**config.mk**
```make
export PLATFORM = sky130hd
export DESIGN_NAME = mdec_rx
export DESIGN_NICKNAME = d
export VERILOG_FILES = /design/src/rtl/mdec_pkg.sv /design/src/rtl/mdec_edge_sync.sv /design/src/rtl/mdec_interval.sv /design/src/rtl/mdec_fsm.sv /design/src/rtl/mdec_packer.sv /design/src/rtl/mdec_rx.sv
export SDC_FILE = /design/constraint.sdc
export NUM_CORES = 1
export LEC_CHECK = 0
export BUFFER_PORTS_ARGS = -buffer_cell sky130_fd_sc_hd__buf_2
export CORE_MARGIN = 10
export CORE_UTILIZATION = 63
export DETAILED_ROUTE_END_ITERATION = 10
export PLACE_DENSITY = 0.79
export SYNTH_ARGS = -nofsm -noshare
export SYNTH_HDL_FRONTEND = slang
export SYNTH_HIERARCHICAL = 1
export SYNTH_SLANG_ARGS = --single-unit
```
**constraint.sdc**
```tcl
create_clock -name clk -period 10.36 [get_ports clk]
set_input_delay 0.518 -clock clk [delete_from_list [all_inputs] [get_ports clk]]
set_output_delay 0.518 -clock clk [all_outputs]
set_load 0.03 [all_outputs]
```
**src/rtl/mdec_pkg.sv**
```systemverilog
package mdec_pkg;

  typedef enum logic [1:0] {
    ST_IDLE = 2'd0,
    ST_SYNC = 2'd1,
    ST_DATA = 2'd2
  } rx_state_e;

  localparam logic [7:0] END_MARK = 8'hFF;

  // inclusive window test on an interval length
  function automatic logic in_window(input int unsigned len,
                                     input int unsigned lo,
                                     input int unsigned hi);
    return (len >= lo) && (len <= hi);
  endfunction

endpackage

```
**src/rtl/mdec_edge_sync.sv**
```systemverilog
module mdec_edge_sync #(
  parameter int STAGES = 2
) (
  input  logic clk,
  input  logic rst_n,
  input  logic line_i,
  output logic edge_o,
  output logic level_o
);

  logic [STAGES-1:0] chain;
  logic              last_lvl;

  always_ff @(posedge clk or negedge rst_n) begin
    if (!rst_n) begin
      chain    <= '0;
      last_lvl <= 1'b0;
    end else begin
      chain    <= {chain[STAGES-2:0], line_i};
      last_lvl <= chain[STAGES-1];
    end
  end

  assign level_o = chain[STAGES-1];
  assign edge_o  = chain[STAGES-1] ^ last_lvl;

endmodule

```
**src/rtl/mdec_interval.sv**
```systemverilog
module mdec_interval #(
  parameter int CNT_W = 16
) (
  input  logic             clk,
  input  logic             rst_n,
  input  logic             tick_i,
  input  logic             edge_i,
  input  logic             level_i,
  output logic             evt_valid_o,
  output logic             evt_edge_o,
  output logic             evt_rise_o,
  output logic [CNT_W-1:0] evt_len_o
);

  logic [CNT_W-1:0] cnt;
  logic             wrap;

  assign wrap        = tick_i && (cnt == '1) && !edge_i;
  assign evt_valid_o = edge_i || wrap;
  assign evt_edge_o  = edge_i;
  assign evt_rise_o  = edge_i && level_i;
  assign evt_len_o   = edge_i ? cnt : '1;

  always_ff @(posedge clk or negedge rst_n) begin
    if (!rst_n) begin
      cnt <= '0;
    end else if (edge_i) begin
      cnt <= tick_i ? CNT_W'(1) : '0;
    end else if (wrap) begin
      cnt <= '0;
    end else if (tick_i) begin
      cnt <= cnt + CNT_W'(1);
    end
  end

endmodule

```
**src/rtl/mdec_fsm.sv**
```systemverilog
module mdec_fsm
  import mdec_pkg::*;
#(
  parameter int CNT_W     = 16,
  parameter int PRE_COUNT = 8,
  parameter int SHORT_MIN = 75,
  parameter int SHORT_MAX = 175,
  parameter int LONG_MIN  = 200,
  parameter int LONG_MAX  = 300
) (
  input  logic             clk,
  input  logic             rst_n,
  input  logic             evt_valid_i,
  input  logic             evt_edge_i,
  input  logic             evt_rise_i,
  input  logic [CNT_W-1:0] evt_len_i,
  input  logic             pk_full_i,
  input  logic             pk_mark_i,
  input  logic             ack_i,
  output rx_state_e        state_o,
  output logic             start_o,
  output logic             emit_o,
  output logic             bit_o,
  output logic             done_o
);

  localparam int PC_W = $clog2(PRE_COUNT + 1);

  rx_state_e        st, st_n;
  logic [PC_W-1:0]  pc, pc_n;
  logic             pend, pend_n;
  logic             prev, prev_n;
  logic             done, done_n;
  logic             is_short, is_long;

  assign is_short = in_window(int'(evt_len_i), SHORT_MIN, SHORT_MAX);
  assign is_long  = in_window(int'(evt_len_i), LONG_MIN, LONG_MAX);

  always_comb begin
    st_n    = st;
    pc_n    = pc;
    pend_n  = pend;
    prev_n  = prev;
    done_n  = done;
    start_o = 1'b0;
    emit_o  = 1'b0;
    bit_o   = prev;
    if (ack_i) done_n = 1'b0;
    if (evt_valid_i) begin
      unique case (st)
        ST_IDLE: begin
          if (evt_edge_i && evt_rise_i && !done) begin
            st_n = ST_SYNC;
            pc_n = PC_W'(1);
          end
        end
        ST_SYNC: begin
          if (!is_long) begin
            st_n = ST_IDLE;
          end else if (pc == PC_W'(PRE_COUNT - 1)) begin
            st_n    = ST_DATA;
            start_o = 1'b1;
            pend_n  = 1'b0;
            prev_n  = 1'b0;
          end else begin
            pc_n = pc + PC_W'(1);
          end
        end
        ST_DATA: begin
          if (is_short) begin
            if (pend) begin
              pend_n = 1'b0;
              emit_o = 1'b1;
              bit_o  = prev;
            end else begin
              pend_n = 1'b1;
            end
          end else if (is_long) begin
            if (pend) begin
              st_n = ST_IDLE;
            end else begin
              prev_n = ~prev;
              emit_o = 1'b1;
              bit_o  = ~prev;
            end
          end else begin
            st_n = ST_IDLE;
          end
        end
        default: st_n = ST_IDLE;
      endcase
    end
    // storage outcome of a yielded bit
    if (emit_o) begin
      if (pk_full_i) begin
        st_n = ST_IDLE;
      end else if (pk_mark_i && bit_o) begin
        done_n = 1'b1;
        st_n   = ST_IDLE;
      end
    end
  end

  always_ff @(posedge clk or negedge rst_n) begin
    if (!rst_n) begin
      st   <= ST_IDLE;
      pc   <= '0;
      pend <= 1'b0;
      prev <= 1'b0;
      done <= 1'b0;
    end else begin
      st   <= st_n;
      pc   <= pc_n;
      pend <= pend_n;
      prev <= prev_n;
      done <= done_n;
    end
  end

  assign state_o = st;
  assign done_o  = done;

endmodule

```
**src/rtl/mdec_packer.sv**
```systemverilog
module mdec_packer #(
  parameter int BUF_BYTES = 128,
  localparam int ADDR_W = $clog2(BUF_BYTES),
  localparam int BIT_W  = $clog2(BUF_BYTES * 8 + 1),
  localparam int HEAD_W = BIT_W - 3
) (
  input  logic              clk,
  input  logic              rst_n,
  input  logic              start_i,
  input  logic              emit_i,
  input  logic              bit_i,
  output logic              full_o,
  output logic              mark_o,
  output logic [HEAD_W-1:0] count_o,
  input  logic [ADDR_W-1:0] rd_addr_i,
  output logic [7:0]        rd_data_o
);

  localparam logic [HEAD_W-1:0] FULL_AT = HEAD_W'(BUF_BYTES);

  logic [BIT_W-1:0]  nbits;
  logic [6:0]        sh;
  logic [HEAD_W-1:0] head;
  logic              last_pos;
  logic              store;
  logic              closing;
  logic [7:0]        mem [BUF_BYTES];

  assign head     = nbits[BIT_W-1:3];
  assign last_pos = (nbits[2:0] == 3'd7);
  assign full_o   = (head == FULL_AT);
  assign mark_o   = last_pos && (&sh);
  assign store    = emit_i && !full_o;
  assign closing  = store && last_pos && bit_i && (&sh);
  assign count_o  = head;

  always_ff @(posedge clk or negedge rst_n) begin
    if (!rst_n) begin
      nbits <= '0;
      sh    <= '0;
    end else if (start_i) begin
      nbits <= '0;
    end else if (store) begin
      sh <= {sh[5:0], bit_i};
      if (closing) nbits <= nbits - BIT_W'(7);
      else         nbits <= nbits + BIT_W'(1);
    end
  end

  always_ff @(posedge clk) begin
    if (store && last_pos && !closing) begin
      mem[head[ADDR_W-1:0]] <= {sh, bit_i};
    end
    rd_data_o <= mem[rd_addr_i];
  end

endmodule

```
**src/rtl/mdec_rx.sv**
```systemverilog
module mdec_rx
  import mdec_pkg::*;
#(
  parameter int BUF_BYTES   = 128,
  parameter int CNT_W       = 16,
  parameter int PRE_COUNT   = 8,
  parameter int SHORT_MIN   = 75,
  parameter int SHORT_MAX   = 175,
  parameter int LONG_MIN    = 200,
  parameter int LONG_MAX    = 300,
  parameter int SYNC_STAGES = 2,
  localparam int ADDR_W = $clog2(BUF_BYTES),
  localparam int HEAD_W = $clog2(BUF_BYTES * 8 + 1) - 3
) (
  input  logic              clk,
  input  logic              rst_n,
  input  logic              tick_en,
  input  logic              line_in,
  output logic              rx_done,
  output logic [HEAD_W-1:0] rx_count,
  input  logic [ADDR_W-1:0] rd_addr,
  input  logic              rd_ack,
  output logic [7:0]        rd_data
);

  logic             edge_det, lvl;
  logic             evt_valid, evt_edge, evt_rise;
  logic [CNT_W-1:0] evt_len;
  logic             pk_full, pk_mark;
  logic             start, emit, bit_val;
  rx_state_e        st;

  mdec_edge_sync #(.STAGES(SYNC_STAGES)) u_sync (
    .clk     (clk),
    .rst_n   (rst_n),
    .line_i  (line_in),
    .edge_o  (edge_det),
    .level_o (lvl)
  );

  mdec_interval #(.CNT_W(CNT_W)) u_ivl (
    .clk         (clk),
    .rst_n       (rst_n),
    .tick_i      (tick_en),
    .edge_i      (edge_det),
    .level_i     (lvl),
    .evt_valid_o (evt_valid),
    .evt_edge_o  (evt_edge),
    .evt_rise_o  (evt_rise),
    .evt_len_o   (evt_len)
  );

  mdec_fsm #(
    .CNT_W     (CNT_W),
    .PRE_COUNT (PRE_COUNT),
    .SHORT_MIN (SHORT_MIN),
    .SHORT_MAX (SHORT_MAX),
    .LONG_MIN  (LONG_MIN),
    .LONG_MAX  (LONG_MAX)
  ) u_fsm (
    .clk         (clk),
    .rst_n       (rst_n),
    .evt_valid_i (evt_valid),
    .evt_edge_i  (evt_edge),
    .evt_rise_i  (evt_rise),
    .evt_len_i   (evt_len),
    .pk_full_i   (pk_full),
    .pk_mark_i   (pk_mark),
    .ack_i       (rd_ack),
    .state_o     (st),
    .start_o     (start),
    .emit_o      (emit),
    .bit_o       (bit_val),
    .done_o      (rx_done)
  );

  mdec_packer #(.BUF_BYTES(BUF_BYTES)) u_pack (
    .clk       (clk),
    .rst_n     (rst_n),
    .start_i   (start),
    .emit_i    (emit),
    .bit_i     (bit_val),
    .full_o    (pk_full),
    .mark_o    (pk_mark),
    .count_o   (rx_count),
    .rd_addr_i (rd_addr),
    .rd_data_o (rd_data)
  );

endmodule

```
==> out/results.ini <==
[clock_tree]
cts-resized-gates = 0
tritoncts_num_sinks = 1078
cts_hold_buffers = 1
count_of_h_tree_levels_built_during_cts = 3
tritoncts = done
cts_post_setup_buffers_inserted = 0
clock_latency_ns = 0.67
tritoncts_buffer_count = 101
clock_path_buffers = 3
clock-root-buffer = clkbuf_16
path_clk_slew_ns = 0.06

[synth]
yosysWarnings = 6
synth_edf_count = 1024
synth_top_area_share = 0.713
yosys-top-cells-count = edfxtp_1 (1024), mux4_2 (208), nor2_1 (163)
synth_nets = 2236
avgSynthCellArea_um2 = 19.5
synthDistinctLibCells = 67
synth_cells = 2213
seq_area_frac_synth = 0.743
async_flop_share = 0.0427
synthDominantAreaCellType = edfxtp_1
mappedNetlistArea_um2 = 43100
postSynthRegisterBits = 1078
yosysMostFrequentCell = edfxtp_1
top_reg_cell_synth = edfxtp_1
synth.area.top_cells = edfxtp_1 (71%), mux4_2 (11%), mux2i_1 (3.1%)

[die]
std_cell_core_area_um2 = 67500
boundaryPins = 29
core.rowCount = 95
die_width_um = 282
initial_core_util = 0.639
fp.dieH_um = 282
fp.dieArea_um2 = 79300

[timing]
final.min_clock_period_ns = 5.99
finalHoldViolCount = 0
rsz0062_at_grt = false
timing_max_transition_violations_final = 0
slew-limit-headroom = 0.114
final.hold.worst_slack_ns = 0.0343
skew_ns = 0.0247
setup_violations = 0
layout_worst_path_cycle_share = 0.578
totalNegativeSetupSlack_ns = 0
achievable-frequency_ghz = 0.167
worst_slew_pin_slew_ns = 1.33

[placement]
port_buffers = 28
finalWeightedCongestion = 0.936
postPlaceCellArea_um2 = 43900
place_hpwl_mm = 59.0

[final_layout]
design_area_um2 = 47300
post_route_cells_drive_above_1_share = 0.211
areaGrowthSynthToFinish_pct = 9.70
design.final.nets = 2262
multi_input_area_um2 = 10300
seqCellArea_um2 = 32100
count_of_filler_cells_inserted_in_the_layout = 3916

[critical_path]
crit_fanout = 28
critical-path-top-delay-family = simple AND/OR/NAND/NOR gates
critical_path_arrival_ns = 6.29
critical-path-slowest-cell = nor2_1
setup.worst_path.start = u_sync/chain[1]
crit_required_ns = 10.66
crit_path_end_kind = flip-flop
setup.worst_path.start_class = flip-flop
worstPathBufferInverterCount = 0
worst_r2r_startpoint = u_sync/chain[1]
timing.reg2reg.setup_slack_ns = 4.37
worst_path_largest_cell_delay_ns = 0.97
critPathKind = reg2reg
path_cells = xor2_2, nand2b_1, nor4_1, nand2_1, a211oi_1, mux2i_1, nor2_1, o21ai_1, a21oi_2, nand3_2, nor2_1
cpMostUsedCell = nor2_1

[detailed_routing]
route.detailed.vias_per_inst = 7.03
drtIter0Drc = 3165
ant_nets = 0
post_drt_wl_per_cell_um = 32.4
total_drc_errors_in_the_routed_layout = 0
detailedRoute.firstPassIterationCount = 7
route.final.wire_length_mm = 104
detailroute.via_count = 22475

[hold_path]
path_type_of_the_worst_min_delay_path = in2async

[grt]
grt_first_pass_wirelength_mm = 152
groute.usage.overall = 0.264
gr-total-overflow = 0
via_count_of_the_first_global_routing_pass = 22091
initial_antenna_violation_count = 4
grt_start_max_net_pins = 178

[power_and_ir_drop]
p_per_area_nw_per_um2 = 184
power.ir.vdd_worst_uv = 142
total_leakage_power_nw = 17.8

[job]
cap_viol_max_count = 0

[status]
status = complete, no violations

==> final timing paths <==
| kind | to | cells after the start |
|---|---|---|
| worst max-delay path | u_pack/mem[5][5] | 11 |
| worst max register to register | u_pack/mem[5][5] | 11 |
| max in group asynchronous | u_pack/sh[2] | 1 |
| min in group clk | u_fsm/done_o | 3 |
| worst min-delay path | u_pack/nbits[0] | 1 |
| worst min register to register | u_sync/chain[1] | 0 |
==> logic make-up after synthesis <==
| group | share of synthesized area |
|---|---|
| AO/OA/AOI/OAI | 0.0356 |
| multiplexers | 0.154 |
| adder cells (fa/ha/maj) | 0.00319 |
| flip-flops | 0.743 |
| XOR/XNOR | 0.00305 |
| AND/OR/NAND/NOR | 0.0420 |
| buffers and inverters | 0.0192 |
==> cell type report <==
type,instances,area share
antenna,1,0.0000529
clock buffer,123,0.0569
clock inverter,64,0.0153
inverter,11,0.000872
multi-input combinational,993,0.218
sequential,1078,0.678
tap,873,0.0231
timing repair buffer,54,0.00814
==> power breakdown <==
group / leakage [nW] / internal [mW] / switching, mW
clock: 1.64 / 2.21 / 1.62
combinational: 3.55 / 0.0730 / 0.121
sequential: 12.6 / 4.70 / 0.00356
==> through the flow <==
step	worst slack (ns)	utilization	instances	power (mW)
after CTS	4.56	0.701	3196	8.76
after global placement	4.80	0.650	3008	4.98
final	4.37	0.701	3197	8.73
after floorplan	2.15	-	2213	4.95
after detailed placement	4.57	0.650	3008	4.99
after global routing	3.92	0.701	3197	8.94
==> layer usage <==
| metal | wire, µm | global-route usage |
|---|---|---|
| met4 | 3410 | 0.0847 |
| met5 | 40 | 0 |
| met1 | 39100 | 0.369 |
| met2 | 49500 | 0.414 |
| met3 | 11500 | 0.0595 |
==> flip-flops by register name, indices dropped and copies added (netlist names) <==
signal            flops
u_fsm/pc              4
u_pack/mem         1024
u_ivl/cnt            16
u_sync/last_lvl       1
u_fsm/prev            1
u_pack/nbits         11
u_fsm/pend            1
u_fsm/done_o          1
u_sync/chain          2
u_pack/sh             7
u_fsm/state_o         2
u_pack/rd_data_o      8
==> placed cells by master (no fill, tap or decap), types with 9 or more instances in the layout <==
cell | synthesis | layout
a2111oi_0 | 19 | 18
a211oi_1 | 18 | 18
a21oi_1 | 19 | 19
a221o_1 | 9 | 9
a22oi_1 | 48 | 48
a31oi_1 | 21 | 21
buf_2 | 58 | 25
buf_4 | 16 | 24
bufinv_16 | 0 | 14
clkbuf_1 | 27 | 18
clkbuf_16 | 0 | 105
clkinv_1 | 0 | 18
clkinv_2 | 0 | 12
clkinvlp_4 | 0 | 9
dfrtp_1 | 46 | 39
edfxtp_1 | 1024 | 1024
ha_1 | 11 | 11
inv_1 | 11 | 11
mux2_2 | 56 | 56
mux2i_1 | 132 | 132
mux4_2 | 208 | 208
nand2_1 | 40 | 40
nand2b_1 | 25 | 25
nand3_1 | 21 | 17
nand4_1 | 13 | 13
nand4b_1 | 21 | 21
nor2_1 | 163 | 162
nor2b_1 | 30 | 30
o211ai_1 | 18 | 18
o22ai_1 | 24 | 24
==> worst register-to-register path, cell delays in order (launching register included) <==
cell	delay [ns]
dfrtp_1	0.41
xor2_2	0.81
nand2b_1	0.13
nor4_1	0.36
nand2_1	0.26
a211oi_1	0.43
mux2i_1	0.15
nor2_1	0.25
o21ai_1	0.40
a21oi_2	0.52
nand3_2	0.94
nor2_1	0.97
Note: power is estimated with default switching activity, not from simulation.
